**src/rtl/mdio_bridge_pkg.sv**
```systemverilog
package mdio_bridge_pkg;
  localparam int FRAME_BITS  = 64;
  localparam int IDX_W       = $clog2(FRAME_BITS);
  localparam int RD_RELEASE  = 46;
  localparam int RD_CAPTURE  = 48;

  typedef struct packed {
    logic        rd;
    logic [4:0]  phy;
    logic [4:0]  regn;
    logic [15:0] data;
  } mdio_cmd_t;

  function automatic mdio_cmd_t decode_cmd(input logic [31:0] w);
    mdio_cmd_t c;
    c.rd   = w[14];
    c.phy  = w[4:0];
    c.regn = w[12:8];
    c.data = w[31:16];
    return c;
  endfunction

  function automatic logic [FRAME_BITS-1:0] build_frame(input mdio_cmd_t c);
    return {32'hFFFF_FFFF, 2'b01, (c.rd ? 2'b10 : 2'b01), c.phy, c.regn,
            2'b10, (c.rd ? 16'h0000 : c.data)};
  endfunction
endpackage

```
**src/rtl/mdio_tick_gen.sv**
```systemverilog
module mdio_tick_gen #(
  parameter int HALF_CYCLES = 8
) (
  input  logic clk,
  input  logic rst_n,
  input  logic run,
  output logic mdc,
  output logic rise_en,
  output logic fall_en
);
  logic mdc_q, mdc_d;
  logic wrap;

  generate
    if (HALF_CYCLES == 1) begin : g_nodiv
      assign wrap = run;
    end else begin : g_div
      localparam int CW = $clog2(HALF_CYCLES);
      logic [CW-1:0] cnt_q, cnt_d;

      always_comb begin
        cnt_d = cnt_q;
        if (!run) begin
          cnt_d = '0;
        end else if (cnt_q == CW'(HALF_CYCLES - 1)) begin
          cnt_d = '0;
        end else begin
          cnt_d = cnt_q + 1'b1;
        end
      end

      always_ff @(posedge clk or negedge rst_n) begin
        if (!rst_n) cnt_q <= '0;
        else        cnt_q <= cnt_d;
      end

      assign wrap = run && (cnt_q == CW'(HALF_CYCLES - 1));
    end
  endgenerate

  always_comb begin
    mdc_d = mdc_q;
    if (!run)      mdc_d = 1'b0;
    else if (wrap) mdc_d = !mdc_q;
  end

  always_ff @(posedge clk or negedge rst_n) begin
    if (!rst_n) mdc_q <= 1'b0;
    else        mdc_q <= mdc_d;
  end

  assign mdc     = mdc_q;
  assign rise_en = wrap && !mdc_q;
  assign fall_en = wrap && mdc_q;

  // the clock line is low in every cycle that follows an idle cycle
  a_r5_mdc_idle_low: assert property (@(posedge clk) disable iff (!rst_n)
    !run |=> !mdc);
endmodule

```
**src/rtl/mdio_frame_engine.sv**
```systemverilog
module mdio_frame_engine
  import mdio_bridge_pkg::*;
(
  input  logic        clk,
  input  logic        rst_n,
  input  logic        start,
  input  mdio_cmd_t   cmd,
  input  logic        rise_en,
  input  logic        fall_en,
  input  logic        mdio_i,
  output logic        busy,
  output logic        fin,
  output logic        mdio_o,
  output logic        mdio_oe,
  output logic [15:0] rx_data
);
  logic                  busy_q, busy_d;
  logic                  rd_q, rd_d;
  logic [FRAME_BITS-1:0] sreg_q, sreg_d;
  logic [IDX_W-1:0]      idx_q, idx_d;
  logic [15:0]           rx_q, rx_d;
  logic                  last_bit;

  assign last_bit = (idx_q == IDX_W'(FRAME_BITS - 1));
  assign fin      = fall_en && last_bit;

  always_comb begin
    busy_d = busy_q;
    rd_d   = rd_q;
    sreg_d = sreg_q;
    idx_d  = idx_q;
    rx_d   = rx_q;
    if (start) begin
      busy_d = 1'b1;
      rd_d   = cmd.rd;
      sreg_d = build_frame(cmd);
      idx_d  = '0;
    end else if (fall_en) begin
      if (last_bit) begin
        busy_d = 1'b0;
      end else begin
        idx_d  = idx_q + 1'b1;
        sreg_d = {sreg_q[FRAME_BITS-2:0], 1'b0};
      end
    end
    if (rise_en && rd_q && (idx_q >= IDX_W'(RD_CAPTURE))) begin
      rx_d = {rx_q[14:0], mdio_i};
    end
  end

  always_ff @(posedge clk or negedge rst_n) begin
    if (!rst_n) begin
      busy_q <= 1'b0;
      rd_q   <= 1'b0;
      sreg_q <= '0;
      idx_q  <= '0;
      rx_q   <= '0;
    end else begin
      busy_q <= busy_d;
      rd_q   <= rd_d;
      sreg_q <= sreg_d;
      idx_q  <= idx_d;
      rx_q   <= rx_d;
    end
  end

  assign busy    = busy_q;
  assign mdio_o  = sreg_q[FRAME_BITS-1];
  assign mdio_oe = busy_q && !(rd_q && (idx_q >= IDX_W'(RD_RELEASE)));
  assign rx_data = rx_q;

  // within a frame the data line moves only after a falling clock edge
  a_r5_mdio_on_fall: assert property (@(posedge clk) disable iff (!rst_n)
    (busy_q && $past(busy_q) && !$past(fall_en)) |-> $stable(mdio_o));

  // a start request never arrives while a frame is running
  a_r7_no_start_busy: assert property (@(posedge clk) disable iff (!rst_n)
    busy_q |-> !start);
endmodule

```
**src/rtl/mdio_cmd_bridge.sv**
```systemverilog
module mdio_cmd_bridge
  import mdio_bridge_pkg::*;
#(
  parameter int HALF_CYCLES = 8
) (
  input  logic        clk,
  input  logic        rst_n,
  input  logic        reg_wr,
  input  logic        reg_addr,
  input  logic [31:0] reg_wdata,
  output logic [31:0] reg_rdata,
  output logic        mdc,
  output logic        mdio_o,
  output logic        mdio_oe,
  input  logic        mdio_i
);
  logic        eng_busy, eng_fin, rise_en, fall_en;
  logic [15:0] rx_data;
  logic        accept;
  mdio_cmd_t   cmd;

  logic [31:0] cmd_q, cmd_d;
  logic        wr_done_q, wr_done_d;
  logic        rd_rdy_q, rd_rdy_d;
  logic [15:0] rd_data_q, rd_data_d;

  assign cmd    = decode_cmd(reg_wdata);
  assign accept = reg_wr && !reg_addr && !eng_busy && (reg_wdata[13] || reg_wdata[14]);

  mdio_tick_gen #(.HALF_CYCLES(HALF_CYCLES)) u_tick (
    .clk     (clk),
    .rst_n   (rst_n),
    .run     (eng_busy),
    .mdc     (mdc),
    .rise_en (rise_en),
    .fall_en (fall_en)
  );

  mdio_frame_engine u_engine (
    .clk     (clk),
    .rst_n   (rst_n),
    .start   (accept),
    .cmd     (cmd),
    .rise_en (rise_en),
    .fall_en (fall_en),
    .mdio_i  (mdio_i),
    .busy    (eng_busy),
    .fin     (eng_fin),
    .mdio_o  (mdio_o),
    .mdio_oe (mdio_oe),
    .rx_data (rx_data)
  );

  always_comb begin
    cmd_d     = cmd_q;
    wr_done_d = wr_done_q;
    rd_rdy_d  = rd_rdy_q;
    rd_data_d = rd_data_q;
    if (accept) begin
      cmd_d = reg_wdata;
      if (reg_wdata[14]) begin
        rd_rdy_d  = 1'b0;
        rd_data_d = 16'hFFFF;
      end else begin
        wr_done_d = 1'b0;
      end
    end else if (eng_fin) begin
      if (cmd_q[14]) begin
        rd_rdy_d  = 1'b1;
        rd_data_d = rx_data;
      end else begin
        wr_done_d = 1'b1;
      end
    end
  end

  always_ff @(posedge clk or negedge rst_n) begin
    if (!rst_n) begin
      cmd_q     <= '0;
      wr_done_q <= 1'b0;
      rd_rdy_q  <= 1'b0;
      rd_data_q <= 16'hFFFF;
    end else begin
      cmd_q     <= cmd_d;
      wr_done_q <= wr_done_d;
      rd_rdy_q  <= rd_rdy_d;
      rd_data_q <= rd_data_d;
    end
  end

  assign reg_rdata = reg_addr ? {rd_data_q, 14'b0, rd_rdy_q, wr_done_q} : cmd_q;

  // accepting a write drops the write flag
  a_r6_wr_flag_clear: assert property (@(posedge clk) disable iff (!rst_n)
    (accept && !reg_wdata[14]) |=> !wr_done_q);

  // accepting a read drops the read flag and presets the data
  a_r6_rd_flag_clear: assert property (@(posedge clk) disable iff (!rst_n)
    (accept && reg_wdata[14]) |=> (!rd_rdy_q && rd_data_q == 16'hFFFF));

  // the end of a frame raises the flag of its operation
  a_r6_flag_on_finish: assert property (@(posedge clk) disable iff (!rst_n)
    eng_fin |=> (cmd_q[14] ? rd_rdy_q : wr_done_q));

  // command writes during a frame leave the stored command alone
  a_r7_busy_ignored: assert property (@(posedge clk) disable iff (!rst_n)
    (eng_busy && reg_wr && !reg_addr) |=> $stable(cmd_q));
endmodule

```
**config.mk**
```make
export PLATFORM = sky130hd
export DESIGN_NAME = mdio_cmd_bridge
export DESIGN_NICKNAME = d
export VERILOG_FILES = /design/src/rtl/mdio_bridge_pkg.sv /design/src/rtl/mdio_tick_gen.sv /design/src/rtl/mdio_frame_engine.sv /design/src/rtl/mdio_cmd_bridge.sv
export SDC_FILE = /design/constraint.sdc
export NUM_CORES = 1
export LEC_CHECK = 0
export ABC_AREA = 0
export BUFFER_PORTS_ARGS = -buffer_cell sky130_fd_sc_hd__buf_2
export CORE_MARGIN = 2
export CORE_UTILIZATION = 56
export CTS_BUF_LIST = sky130_fd_sc_hd__clkbuf_2 sky130_fd_sc_hd__clkbuf_4 sky130_fd_sc_hd__clkbuf_8
export DETAILED_ROUTE_END_ITERATION = 8
export PLACE_DENSITY = 0.87
export SETUP_SLACK_MARGIN = 0.15
export SYNTH_ARGS = -nofsm -noshare
export SYNTH_HDL_FRONTEND = slang
export SYNTH_SLANG_ARGS = --single-unit
```
**constraint.sdc**
```tcl
create_clock -name clk -period 2.3 [get_ports clk]
set_input_delay 0 -clock clk [delete_from_list [all_inputs] [get_ports clk]]
set_output_delay 0 -clock clk [all_outputs]
set_load 0.05 [all_outputs]
```
==> flow_metrics.env, run 1 <==
export IMPL_die_x_um=108
export IMPL_ir_drop_mv=0.682
export IMPL_post_dp_cell_area_sq_mm=0.00665
export IMPL_grt_overflow_total=0
export IMPL_timing_setup_tns_ps=0
export IMPL_critPathSlowestCell="o21ai_4"
export IMPL_fp_dieArea_sq_mm=0.0118
export IMPL_synth_edf_count=0
export IMPL_async_reset_ff_share_pct=100
export IMPL_grt_pass1_wl_um=24200
export IMPL_row_count=38
export IMPL_tightest_slew_ps=851
export IMPL_nNetsFinal=753
export IMPL_antenna_found_initial=0
export IMPL_synth_area_sq_mm=0.00611
export IMPL_synthTopCellsByCount="nand2_1, dfrtp_1, nand3_1"
export IMPL_arrival_ps=2470
export IMPL_ys_ff_latch=141
export IMPL_status="complete, no violations"
export IMPL_timing_final_crit_share_pct=91.6
export IMPL_crit_path_start_kind="flip-flop"
export IMPL_finalHoldViolCount=0
export IMPL_fin_area_sq_mm=0.00749
export IMPL_synth_top_family_by_area="simple AND/OR/NAND/NOR gates"
export IMPL_ys_types=38
export IMPL_slowest_delay_ps=650
export IMPL_netlist_area_leader_share_pct=51.2
export IMPL_dp_hpwl_um=8260
export IMPL_p_per_area_mw_per_mm2=1030
export IMPL_drtIter0Drc=359
export IMPL_via_count=4880
export IMPL_finalWirelength_um=14600
export IMPL_synth_xor_area_share_pct=0.430
export IMPL_root_buffer="clkbuf_8"
export IMPL_drc_errors=0
export IMPL_htreeDepth=4
export IMPL_yosysMostFrequentCell="nand2_1"
export IMPL_yosys_area_share_adder_pct=0.819
export IMPL_wl_per_cell_um=16.8
export IMPL_critPathBufInv=1
export IMPL_leakage_nw=3.62
export IMPL_setup_viol=0
export IMPL_pin_count=72
export IMPL_grt_start_max_net_pins=70
export IMPL_clk_pin_slew_ps=90
export IMPL_worstSetupEndpointType="flip-flop"
export IMPL_crit_family="compound AO/OA/AOI/OAI gates"
export IMPL_crit_chain="ha_1 -> nand3_1 -> o21ai_4 -> buf_12 -> nor2_1 -> nor3_1"
export IMPL_insertion_delay_ps=450
export IMPL_worstHoldPathType="in -> async"
export IMPL_syn_nets=648
export IMPL_min_period_ps=2110
export IMPL_die_h_um=108
export IMPL_max_freq_mhz=475
export IMPL_fillers=715
export IMPL_yosysSeqAreaShare_pct=58.1
export IMPL_yosys_area_top_type="dfrtp_1"
export IMPL_max_clock_path_buffers=2
export IMPL_cts_tree="built"
export IMPL_fin_worst_skew_ps=17.3
export IMPL_start_util_pct=56.9
export IMPL_top_layer_used="met4"
export IMPL_synth_compound_area_share_pct=4.36
export IMPL_cts_sinks=141
export IMPL_critPathKind="reg -> reg"
export IMPL_place_congestion=0.824
export IMPL_slew_headroom_pct=43.1
export IMPL_crit_fanout=23
export IMPL_numPortBuffers=71
export IMPL_seq_area_sq_mm=0.00355
export IMPL_muxShareOfSynthArea_pct=9.05
export IMPL_wl_met1_um=6100
export IMPL_wl_met2_um=7230
export IMPL_dr_wl_met3_um=836
export IMPL_cts_buffers=17
export IMPL_yosysWarnings=0
export IMPL_first_global_vias=5032
export IMPL_dr_pass1_iters=5
export IMPL_drive_above_1_share_pct=25.0
export IMPL_num_antenna_cells=0
export IMPL_rsz0062_at_grt="yes"
export IMPL_drv_cap=0
export IMPL_track_usage_pct=26.7
export IMPL_synthToLayoutAreaGrowth_pct=22.5
export IMPL_yosys_top_cells_area="dfrtp_1, nand2_1, dfstp_2, mux2_2, nand3_1"
export IMPL_required_ps=2660
export IMPL_synth_simple_gate_area_share_pct=23.0
export IMPL_ys_flop_type="dfrtp_1"
export IMPL_coreArea_sq_mm=0.0107
export IMPL_antenna_left=0
export IMPL_synthCells=607
export IMPL_viasPerCell=5.64
export IMPL_avgSynthCellArea_sq_um=10.1
export IMPL_drv_slew=0
export IMPL_multiInputGateArea_sq_mm=0.00234
## stage by stage
step	std cells	power (W)	util, %	hold WS (ps)	setup WS, ps
2_1_floorplan	607	0.00496	-	-296	457
3_3_place_gp	793	0.00535	61.9	30.9	238
3_5_place_dp	793	0.00548	61.9	36.1	155
4_1_cts	862	0.00772	69.4	142	162
5_1_grt	865	0.00813	69.7	183	50.5
6_report	865	0.00773	69.7	104	194
## routing by layer
| layer | global-route usage, % | vias to the layer above |
|---|---|---|
| met5 | 0 | - |
| met3 | 6.45 | 42 |
| met4 | 10.3 | 0 |
| met1 | 34.3 | 2426 |
| met2 | 44.1 | 198 |
| li1 | - | 2214 |
## state kept, by name, summed over array words and instances (netlist names)
register	count
cmd_q	32
rd_data_q	16
u_engine.idx_q	6
u_engine.rx_data	16
u_tick.mdc	1
u_engine.busy	1
rd_rdy_q	1
wr_done_q	1
u_tick.g_div.cnt_q	3
u_engine.sreg_q	64
## cells in the final DEF, fill, tap and decap left out, drive strengths merged, types with 2 or more instances in the layout
cell type,n
nand2,185
dfrtp,125
buf,89
nand3,60
dlygate4sd3,36
mux2,34
nor2,22
clkbuf,21
inv,18
mux2i,17
and3,17
dfstp,16
a221o,15
nor2b,14
nor3,7
a21oi,6
and2,5
ha,4
clkinvlp,4
bufinv,4
o21ai,4
clkinv,3
o21a,2
a21o,2
nand2b,2
a211oi,2
xnor2,2
nor3b,2
## kinds of logic after synthesis
family / count (synthesis)
adder cells (fa/ha/maj): 4
multiplexers: 51
AO/OA/AOI/OAI: 33
buffers and inverters: 58
XOR/XNOR: 3
flip-flops: 141
AND/OR/NAND/NOR: 317
## area by class of cell
class                           instances  area share, %
Inverter                               18          0.903
Multi-Input combinational cell        409           31.3
Clock inverter                         11           2.26
Timing Repair Buffer                  125           12.2
Sequential cell                       141           47.4
Clock buffer                           21           3.61
Tap cell                              140           2.34
## repair_timing
item / 4_1_cts / 5_1_grt
gates cloned: 1 / 0
gates resized for setup: 0 / 3
endpoints found under the setup margin: 5 / 50
setup buffers: 0 / 3
hold buffers: 36 / 0
pin swaps: 1 / 1
endpoints found under the hold margin: 126 / 0
## report_power, final
| part | leakage, nW | internal [W] | switching, W |
|---|---|---|---|
| combinational | 1.75 | 0.000723 | 0.00121 |
| clock | 0.212 | 0.00124 | 0.000941 |
| sequential | 1.66 | 0.00320 | 0.000424 |
| total | 3.62 | 0.00516 | 0.00257 |
## path summary, 6_finish.rpt
check                           depth (start not counted)                              end  slack [ps]                       startpoint
min in group clk                                        5            cmd_q[14]$_DFFE_PN0P_         230                           reg_wr
worst max register to register                          6  u_engine.sreg_q[29]$_DFFE_PN0P_         190    u_engine.idx_q[0]$_DFFE_PN0P_
worst min register to register                          1  u_tick.g_div.cnt_q[0]$_DFF_PN0_         450  u_tick.g_div.cnt_q[0]$_DFF_PN0_
worst max-delay path                                    6  u_engine.sreg_q[29]$_DFFE_PN0P_         190    u_engine.idx_q[0]$_DFFE_PN0P_
max in group asynchronous                               3        rd_data_q[15]$_DFFE_PN1P_        1430                            rst_n
worst min-delay path                                    2    u_engine.idx_q[4]$_DFFE_PN0P_         100                            rst_n
No activity file was read; power rests on OpenSTA's default activity.
==> run 2: changes to the inputs <==
--- a/config.mk
+++ b/config.mk
@@ -7,7 +7,7 @@
 export LEC_CHECK = 0
 export ABC_AREA = 0
 export BUFFER_PORTS_ARGS = -buffer_cell sky130_fd_sc_hd__buf_2
-export CORE_MARGIN = 2
+export CORE_MARGIN = 1.5
 export CORE_UTILIZATION = 56
 export CTS_BUF_LIST = sky130_fd_sc_hd__clkbuf_2 sky130_fd_sc_hd__clkbuf_4 sky130_fd_sc_hd__clkbuf_8
 export DETAILED_ROUTE_END_ITERATION = 8
==> run 2 against run 1 <==
Compared with the run above:
- combinational power hardly changed
- worst hold slack worse by 20 ps
- critical path depth stayed put
- design area is 0.52% lower
==> flow_metrics.env, run 2 (synthesis results as in run 1) <==
export IMPL_hold_ws_ps=83.2
export IMPL_drv_slew=0
export IMPL_numPortBuffers=71
export IMPL_viasPerCell=5.58
export IMPL_crit_fanout=17
export IMPL_fin_worst_skew_ps=14.9
export IMPL_final_common_cell="nand2_1"
export IMPL_status="complete, no violations"
export IMPL_insertion_delay_ps=450
export IMPL_min_period_ps=2030
export IMPL_clk_pin_slew_ps=90
export IMPL_leakage_nw=3.60
export IMPL_slew_headroom_pct=40.6
export IMPL_grt_overflow_total=0
export IMPL_drive_above_1_share_pct=24.3
export IMPL_cts_setup_buffers=0
export IMPL_top_register="u_engine.sreg_q"
export IMPL_max_clock_path_buffers=2
export IMPL_fp_dieArea_sq_mm=0.0115
export IMPL_num_antenna_cells=0
export IMPL_drv_cap=0
export IMPL_via_count=4783
export IMPL_final_cell_mix="nand2_1, dfrtp_1, buf_2, nand3_1, dlygate4sd3_1"
export IMPL_cp_startpoint="u_engine.idx_q[1]$_DFFE_PN0P_"
export IMPL_timing_final_crit_share_pct=88.4
export IMPL_required_ps=2650
export IMPL_dr_pass1_iters=5
export IMPL_post_dp_cell_area_sq_mm=0.00662
export IMPL_antenna_left=0
export IMPL_arrival_ps=2390
export IMPL_top_layer_used="met4"
export IMPL_grt_start_max_net_pins=67
export IMPL_rsz0062_at_grt="no"
export IMPL_drc_errors=0
export IMPL_tightest_slew_ps=888
export IMPL_timing_setup_tns_ps=0
export IMPL_dr_wl_met3_um=804
export IMPL_grt_pass1_wl_um=23200
export IMPL_antenna_found_initial=0
export IMPL_fin_cells=857
export IMPL_finalHoldViolCount=0
export IMPL_cts_tree="built"
export IMPL_drtIter0Drc=325
export IMPL_htreeDepth=4
export IMPL_max_freq_mhz=492
export IMPL_row_count=37
export IMPL_place_congestion=0.814
export IMPL_die_x_um=107
export IMPL_crit_path_start_kind="flip-flop"
export IMPL_pin_count=72
export IMPL_cts_buffers=17
export IMPL_synthToLayoutAreaGrowth_pct=21.9
export IMPL_track_usage_pct=26.2
export IMPL_cts_sinks=141
export IMPL_coreArea_sq_mm=0.0105
export IMPL_total_power_w=0.00785
export IMPL_ir_drop_mv=0.813
export IMPL_worstSetupEndpointType="flip-flop"
export IMPL_largest_register_ffs=64
export IMPL_finalWirelength_um=14000
export IMPL_root_buffer="clkbuf_8"
export IMPL_p_per_area_mw_per_mm2=1050
export IMPL_largestRegisters="u_engine.sreg_q: 64 flops, cmd_q: 32 flops"
export IMPL_wl_met2_um=7090
export IMPL_fin_area_sq_mm=0.00745
export IMPL_start_util_pct=58.4
export IMPL_first_global_vias=4945
export IMPL_critPathKind="reg -> reg"
export IMPL_ctsHoldBuffers=36
export IMPL_die_h_um=107
export IMPL_worstHoldPathType="in -> async"
export IMPL_wl_per_cell_um=16.4
export IMPL_nNetsFinal=749
export IMPL_cts_resized_gates=0
export IMPL_dp_cells=789
export IMPL_dp_hpwl_um=8330
export IMPL_reg2reg_from="u_engine.idx_q[1]$_DFFE_PN0P_"
export IMPL_setup_viol=0
export IMPL_wl_met1_um=5830
-- run 2: worst paths after layout --
| kind | to | slack, ps | depth (start not counted) |
|---|---|---|---|
| min in group clk | cmd_q[14]$_DFFE_PN0P_ | 180 | 5 |
| min | cmd_q[22]$_DFFE_PN0P_ | 80 | 2 |
| min reg2reg | u_tick.g_div.cnt_q[0]$_DFF_PN0_ | 470 | 1 |
| max | rd_data_q[10]$_DFFE_PN1P_ | 270 | 6 |
| max reg2reg | rd_data_q[10]$_DFFE_PN1P_ | 270 | 6 |
| max in group asynchronous | u_engine.sreg_q[31]$_DFFE_PN0P_ | 1320 | 3 |
-- run 2: final cells by class --
| cell class | instances | area, sq um |
|---|---|---|
| clock buffer | 19 | 255 |
| clock inverter | 13 | 214 |
| fill | 709 | 3020 |
| inverter | 18 | 67.6 |
| multi-input combinational | 408 | 2330 |
| sequential | 141 | 3550 |
| tap | 136 | 170 |
| timing repair buffer | 122 | 860 |
-- run 2: metrics by stage --
| stage | utilization (%) | setup WS [ps] |
|---|---|---|
| 2_1_floorplan | - | 457 |
| 3_3_place_gp | 63.3 | 454 |
| 3_5_place_dp | 63.3 | 363 |
| 4_1_cts | 71.2 | 234 |
| 5_1_grt | 71.2 | 155 |
| 6_report | 71.2 | 266 |
-- run 2: metal layers --
layer	global-route usage, %	up-vias
met3	6.84	33
met2	43.8	187
li1	-	2206
met5	0	-
met1	32.4	2357
met4	11.1	0
-- run 2: critical path: stages, from the launching register on --
cell     delay (ps)
dfrtp_1         450
ha_1            230
nand3_1         190
nor2_1          230
and4_1          230
buf_4           320
mux2i_1         280
-- run 2: power by group --
part           internal (W)  total, W  switching [W]
registers           0.00320   0.00363       0.000434
clock network       0.00134   0.00231       0.000969
logic              0.000714   0.00191        0.00120
total               0.00525   0.00785        0.00260
